--- src/rtl/snoop_wb_pkg.sv ---
// Package: shared state encodings for the snoop write-back responder.
// Assumes: nothing beyond IEEE 1800-2017.
package snoop_wb_pkg;
    typedef enum logic [2:0] {
        ST_IDLE,    // bus owned by processor, no grant
        ST_GRANT,   // bus granted, snoop strobe sampled
        ST_LOOKUP,  // strobe accepted, lookup clock
        ST_HIT,     // modified hit reported, waiting for hold release
        ST_ADDR,    // write-back address clock
        ST_DATA,    // write-back data beats
        ST_UPDATE   // line state update, grant may return
    } wb_state_e;

    localparam logic [1:0] LINE_INVALID = 2'b00;
    localparam logic [1:0] LINE_SHARED  = 2'b01;
endpackage

--- src/rtl/snoop_wb_beats.sv ---
// Module: counts ready beats of the write-back burst and flags the last one.
// Assumes: clear is held during the address clock; adv only while beats run.
module snoop_wb_beats #(
    parameter int BEATS = 4
) (
    input  logic clk,
    input  logic rst_n,
    input  logic clear,
    input  logic adv,
    output logic last_beat
);
    localparam int CW = (BEATS > 2) ? $clog2(BEATS) : 1;
    localparam logic [CW-1:0] LAST_IDX = CW'(BEATS - 1);

    logic [CW-1:0] beat_q;

    // Beat index: reset by clear, advances on each ready beat.
    always_ff @(posedge clk) begin
        if (!rst_n || clear) beat_q <= '0;
        else if (adv)        beat_q <= beat_q + 1'b1;
    end

    // Last-beat flag from the current index.
    always_comb last_beat = (beat_q == LAST_IDX);
endmodule

--- src/rtl/snoop_wb_fsm.sv ---
// Module: sequencing of grant, snoop sampling, hit report, write-back, update.
// Assumes: snoop inputs are synchronous; last_beat comes from the beat counter.
module snoop_wb_fsm
    import snoop_wb_pkg::*;
(
    input  logic      clk,
    input  logic      rst_n,
    input  logic      hold_req,
    input  logic      snoop_stb_n,
    input  logic      snoop_inv,
    input  logic      line_dirty,
    input  logic      burst_rdy_n,
    input  logic      last_beat,
    output wb_state_e state_q,
    output logic      inv_q
);
    wb_state_e state_d;
    logic      dirty_q;
    logic      accept;

    // Strobe is taken only in the settled grant state.
    always_comb accept = (state_q == ST_GRANT) && !snoop_stb_n;

    // Next-state decision.
    always_comb begin
        state_d = state_q;
        unique case (state_q)
            ST_IDLE:   if (hold_req) state_d = ST_GRANT;
            ST_GRANT:  if (accept) state_d = ST_LOOKUP;
                       else if (!hold_req) state_d = ST_IDLE;
            ST_LOOKUP: state_d = dirty_q ? ST_HIT : ST_GRANT;
            ST_HIT:    if (!hold_req) state_d = ST_ADDR;
            ST_ADDR:   state_d = ST_DATA;
            ST_DATA:   if (last_beat && !burst_rdy_n) state_d = ST_UPDATE;
            ST_UPDATE: state_d = hold_req ? ST_GRANT : ST_IDLE;
            default:   state_d = ST_IDLE;
        endcase
    end

    // State register.
    always_ff @(posedge clk) begin
        if (!rst_n) state_q <= ST_IDLE;
        else        state_q <= state_d;
    end

    // Capture snoop cause and lookup result at the accepting edge.
    always_ff @(posedge clk) begin
        if (!rst_n) begin
            inv_q   <= 1'b0;
            dirty_q <= 1'b0;
        end else if (accept) begin
            inv_q   <= snoop_inv;
            dirty_q <= line_dirty;
        end
    end
endmodule

--- src/rtl/snoop_wb_responder.sv ---
// Module: top of the snoop write-back responder; decodes bus outputs from state.
// Assumes: BEATS >= 2; all inputs synchronous to clk.
module snoop_wb_responder
    import snoop_wb_pkg::*;
#(
    parameter int BEATS = 4
) (
    input  logic       clk,
    input  logic       rst_n,
    input  logic       hold_req,
    output logic       hold_ack,
    input  logic       snoop_stb_n,
    input  logic       snoop_inv,
    input  logic       line_dirty,
    output logic       hit_dirty_n,
    output logic       addr_stb_n,
    output logic       cache_n,
    output logic       wr_nrd,
    output logic       burst_last_n,
    input  logic       burst_rdy_n,
    output logic       upd_valid,
    output logic [1:0] upd_state
);
    wb_state_e state_q;
    logic      inv_q;
    logic      last_beat;
    logic      in_burst;

    snoop_wb_fsm u_fsm (
        .clk         (clk),
        .rst_n       (rst_n),
        .hold_req    (hold_req),
        .snoop_stb_n (snoop_stb_n),
        .snoop_inv   (snoop_inv),
        .line_dirty  (line_dirty),
        .burst_rdy_n (burst_rdy_n),
        .last_beat   (last_beat),
        .state_q     (state_q),
        .inv_q       (inv_q)
    );

    snoop_wb_beats #(.BEATS(BEATS)) u_beats (
        .clk       (clk),
        .rst_n     (rst_n),
        .clear     (state_q == ST_ADDR),
        .adv       ((state_q == ST_DATA) && !burst_rdy_n),
        .last_beat (last_beat)
    );

    // Output decode from the registered state.
    always_comb begin
        in_burst     = (state_q == ST_ADDR) || (state_q == ST_DATA);
        hold_ack     = (state_q == ST_GRANT) || (state_q == ST_LOOKUP) || (state_q == ST_HIT);
        hit_dirty_n  = !((state_q == ST_HIT) || in_burst);
        addr_stb_n   = (state_q != ST_ADDR);
        cache_n      = !in_burst;
        wr_nrd       = in_burst;
        burst_last_n = !((state_q == ST_DATA) && last_beat);
        upd_valid    = (state_q == ST_UPDATE);
        upd_state    = !upd_valid ? LINE_INVALID : (inv_q ? LINE_INVALID : LINE_SHARED);
    end
endmodule

--- config.mk ---
export PLATFORM = sky130hd
export DESIGN_NAME = snoop_wb_responder
export DESIGN_NICKNAME = d
export VERILOG_FILES = /design/src/rtl/snoop_wb_pkg.sv /design/src/rtl/snoop_wb_beats.sv /design/src/rtl/snoop_wb_fsm.sv /design/src/rtl/snoop_wb_responder.sv
export SDC_FILE = /design/constraint.sdc
export NUM_CORES = 1
export LEC_CHECK = 0
export BUFFER_PORTS_ARGS = -buffer_cell sky130_fd_sc_hd__buf_4
export CORE_AREA = 5 5 42 44
export CTS_CLUSTER_DIAMETER = 60
export DETAILED_ROUTE_END_ITERATION = 10
export DIE_AREA = 0 0 47 49
export PLACE_DENSITY = 0.59
export REMOVE_ABC_BUFFERS = 1
export SLEW_MARGIN = 20
export SYNTH_ARGS = -nofsm -noshare
export SYNTH_HDL_FRONTEND = slang
export SYNTH_SLANG_ARGS = --single-unit
--- constraint.sdc ---
create_clock -name clk -period 1.1 [get_ports clk]
set_clock_uncertainty 0.15 [all_clocks]
set_input_delay 0.11 -clock clk [delete_from_list [all_inputs] [get_ports clk]]
set_output_delay 0.11 -clock clk [all_outputs]
set_load 0.03 [all_outputs]
==> impl_results.rst <==
.. list-table::
   :header-rows: 1

   * - Metric
     - Value
   * - Syn. warnings
     - 0
   * - Switching part of the total power
     - 29.5%
   * - Wire length the detailed router placed on met1
     - around 610 um
   * - Failing checks
     - negative setup slack
   * - First drt pass iteration count
     - 4
   * - Clock-pin slew of the registers on the worst-case setup and hold paths
     - 50 ps
   * - Post-DR wirelength/cell
     - around 14 um
   * - Maximum buffer depth of the clock tree
     - 2
   * - Crit path required time
     - ~840 ps
   * - I/O pin total
     - 16
   * - CTS H-tree depth
     - 1
   * - Number of antenna diodes
     - 0
   * - Top routing layer in use
     - met4
   * - Leading cell types by total area after synthesis
     - dfxtp_1 29%, nor2b_1 9.1%, buf_6 7.0%, nor2b_4 5.7%, mux2i_1 4.2%
   * - Number of CTS-inserted buffers
     - 3
   * - Final critical-path setup slack
     - -396 ps
   * - Antenna Violating Nets Remaining
     - 0
   * - Die area
     - 2300 sq um
   * - Number of antenna violations at the first check in global routing
     - 0
   * - Type of the worst setup path
     - reg -> out
   * - Leading register cell type out of synthesis
     - dfxtp_1
   * - Clock tree from TritonCTS
     - done
   * - Crit share post-route
     - 136%
   * - Number of cells on the worst hold path
     - 4
   * - Critical-path cell list
     - buf_6 > and3b_1 > nor2b_1 > buf_4
   * - Total internal power
     - roughly 570 uW
   * - Fraction of final layout cells sized beyond drive strength 1
     - between 60% and 70%
   * - Via-to-Cell Ratio
     - between 4 and 5
   * - Crit-path max cell delay
     - around 320 ps
   * - Total core area
     - around 1400 sq um
   * - Period minus WS final
     - roughly 1500 ps
   * - Clock network latency to the later pin of the worst-skew pair
     - 260 ps
   * - Critical path buffer and inverter count
     - 2
   * - Placed wire-length estimate
     - approximately 800 um
   * - Count of input and output buffers
     - 14
   * - Routed WL
     - ~1500 um
   * - Outcome
     - finished with violations
   * - Chip height
     - between 40 and 50 um
   * - Cells after synthesis
     - 53
   * - Seq/Total Area, Yosys
     - around 29%
   * - Unrepaired setup endpoints after global routing
     - true
   * - Most used standard cells in the synthesized netlist
     - 7 x dfxtp_1, 7 x nor2b_1
   * - Starting DRT DRC Count
     - 8
   * - Maximum frequency from static timing analysis
     - 669 MHz
   * - Cell area after synthesis
     - 479 sq um
   * - Die width
     - 47 um
   * - Worst Setup End Kind
     - primary output
   * - Pin count of the biggest net entering global routing
     - 9
   * - Endpoints failing setup
     - 15
   * - Fillcell total
     - between 100 and 150
   * - Clock network fraction of total power
     - roughly 30%
   * - Total congestion overflow after global routing
     - 0
   * - Met2 WL post-DR
     - between 800 and 900 um
   * - First-pass GRT wire length
     - between 2000 and 2500 um
   * - EDFF count, synth
     - 0
   * - Utilization of the core after routing
     - between 60% and 70%
   * - Comb power frac
     - a little over a third
   * - Static leakage
     - a little over 0.4 nW
   * - Effective utilization at floorplan
     - 34.2%
   * - Number of cells in the finished layout apart from fillers
     - between 100 and 150
   * - Post-placement cell count
     - just over 90
   * - Hold path startpoint
     - burst_rdy_n
   * - Growth of design area from synthesis to finish
     - 95.8%
   * - Total number of placement rows
     - 14
   * - Hold Vio Cnt, Final
     - 0
   * - Final estimated routing congestion in global placement
     - 0.746
   * - Root Buffer
     - clkbuf_4
   * - Maximum vdd drop
     - about 1.1 mV
   * - Fraction of power consumed by sequential logic
     - between 30% and 40%
   * - Sw power
     - 240 uW
   * - Cell area power density
     - ~870 nW/um^2
   * - WHS Endpoint
     - u_beats.beat_q[0]$_SDFFE_PP0P_
   * - Flip-flop and latch count after synthesis
     - 7
   * - Unique cell type count in the Yosys netlist
     - 28
   * - Number of max-capacitance violations reported
     - 0
   * - Arr. time, crit path
     - 1240 ps
   * - Biggest area consumer among synthesized cells
     - dfxtp_1
   * - Crit path max-delay family
     - simple AND/OR/NAND/NOR gates
   * - Vias in the first global route
     - roughly 510
   * - Worst path slowest cell
     - dfxtp_2
   * - Detailed-route via count
     - 520
   * - Crit Path Max Fanout
     - 4
   * - Fin nets
     - approximately 100
   * - Met3 Routed Length
     - 82 um
   * - Number of pins with negative max-slew slack in the final report
     - 0
   * - Share of flip-flops with an asynchronous set or reset
     - 0%
   * - Avg Synthesized Cell Area
     - 9.04 sq um
   * - Reg-to-reg endpoint
     - u_fsm.state_q[0]$_SDFFE_PN0P_
   * - Hold/Removal Path Class
     - in -> reg
   * - GRT Resource Usage Total
     - approximately 14%
   * - Top cell type's share of synthesized area
     - just under 30%
   * - Count of clock tree sinks
     - 7
   * - FF-to-FF path depth
     - 7
   * - Minimum setup slack among reg-to-reg paths
     - -340 ps
   * - Drc violations
     - 0
   * - Critical path startpoint category
     - flop
   * - Worst r2r src
     - u_fsm.state_q[0]$_SDFFE_PN0P_
placed cells by master, fill, tap and decap left out, types with 2 or more instances in the layout:
master,count
a21oi_2,3
and3b_1,2
nor2b_4,2
clkbuf_4,3
dfxtp_1,4
dlygate4sd3_1,4
buf_4,19
buf_6,16
mux2i_1,2
nand2b_1,2
dfxtp_2,2
nor2b_1,7
nor2_1,2
metal layers:
layer / track usage (%) / up-vias
met3: 5.90 / 4
met5: 0 / -
met2: 22.6 / 10
li1: - / 260
met4: 5.53 / 0
met1: 15.4 / 246
timing repair:
action	4_1_cts	5_1_grt
hold endpoints to repair	6	0
setup buffers	9	2
setup endpoints to repair	15	15
pin swaps	8	8
gates resized for setup	26	11
hold buffers	4	0
worst max-delay path by stage:
stage / to / start / slack (ps) / depth (start not counted)
3_3_place_gp: u_fsm.inv_q$_SDFFE_PN0P_ / u_fsm.state_q[2]$_SDFFE_PN0P_ / -210 / 4
6_report: upd_state[0] / u_fsm.state_q[0]$_SDFFE_PN0P_ / -400 / 4
4_1_cts: upd_state[0] / u_fsm.state_q[0]$_SDFFE_PN0P_ / -400 / 4
3_5_place_dp: u_beats.beat_q[1]$_SDFFE_PP0P_ / u_fsm.state_q[2]$_SDFFE_PN0P_ / -250 / 4
2_1_floorplan: u_fsm.state_q[2]$_SDFFE_PN0P_ / u_fsm.state_q[1]$_SDFFE_PN0P_ / -640 / 3
5_1_grt: upd_state[0] / u_fsm.state_q[0]$_SDFFE_PN0P_ / -430 / 4
power by group through the flow:
stage                     Sequential [mW]  Combinational (mW)  Clock (mW)
final                               0.273               0.294       0.244
after global routing                0.274               0.312       0.275
after CTS                           0.272               0.240       0.255
after detailed placement            0.276               0.176           0
after global placement              0.277               0.177           0
after floorplan                     0.286              0.0813           0
metrics by stage:
step	TNS, ps	worst slack, ps	power (mW)	hold WS (ps)	instance area (sq um)
after floorplan	-4270	-636	0.368	82.9	433
after global placement	-2110	-212	0.454	224	656
after detailed placement	-2280	-254	0.452	225	656
after CTS	-4130	-398	0.767	28.8	882
after global routing	-5300	-425	0.860	51.8	938
final	-4570	-396	0.812	43.2	938
registers in the layout (all words and copies together) (netlist names):
name,flops
u_fsm.dirty_q,1
u_fsm.state_q,3
u_fsm.inv_q,1
u_beats.beat_q,2
worst register-to-register path: cells and delay by family, from the launching register on:
| kind | cells | cell delay [ps] |
|---|---|---|
| buf+inv | 3 | 360 |
| compound gates | 3 | 400 |
| flops | 1 | 320 |
| simple gates | 1 | 140 |
cell type report:
type / count / area [sq um] / area share (%)
Timing Repair Buffer: 40 / 383 / 40.8
Inverter: 1 / 3.75 / 0.400
Tap cell: 16 / 20.0 / 2.13
Sequential cell: 7 / 146 / 15.6
Multi-Input combinational cell: 40 / 359 / 38.3
Clock buffer: 4 / 26.3 / 2.80
kinds of logic (layout without fill, tap and decap cells):
group | after synthesis | count (layout) | synth area share (%)
other | 1 | 1 | 0.783
buffers and inverters | 6 | 45 | 10.4
adder cells (fa/ha/maj) | 1 | 1 | 2.61
AND/OR/NAND/NOR | 27 | 27 | 39.9
multiplexers | 2 | 2 | 4.18
flip-flops | 7 | 7 | 29.2
AO/OA/AOI/OAI | 9 | 9 | 12.8
Note: power is estimated with default switching activity, not from simulation.
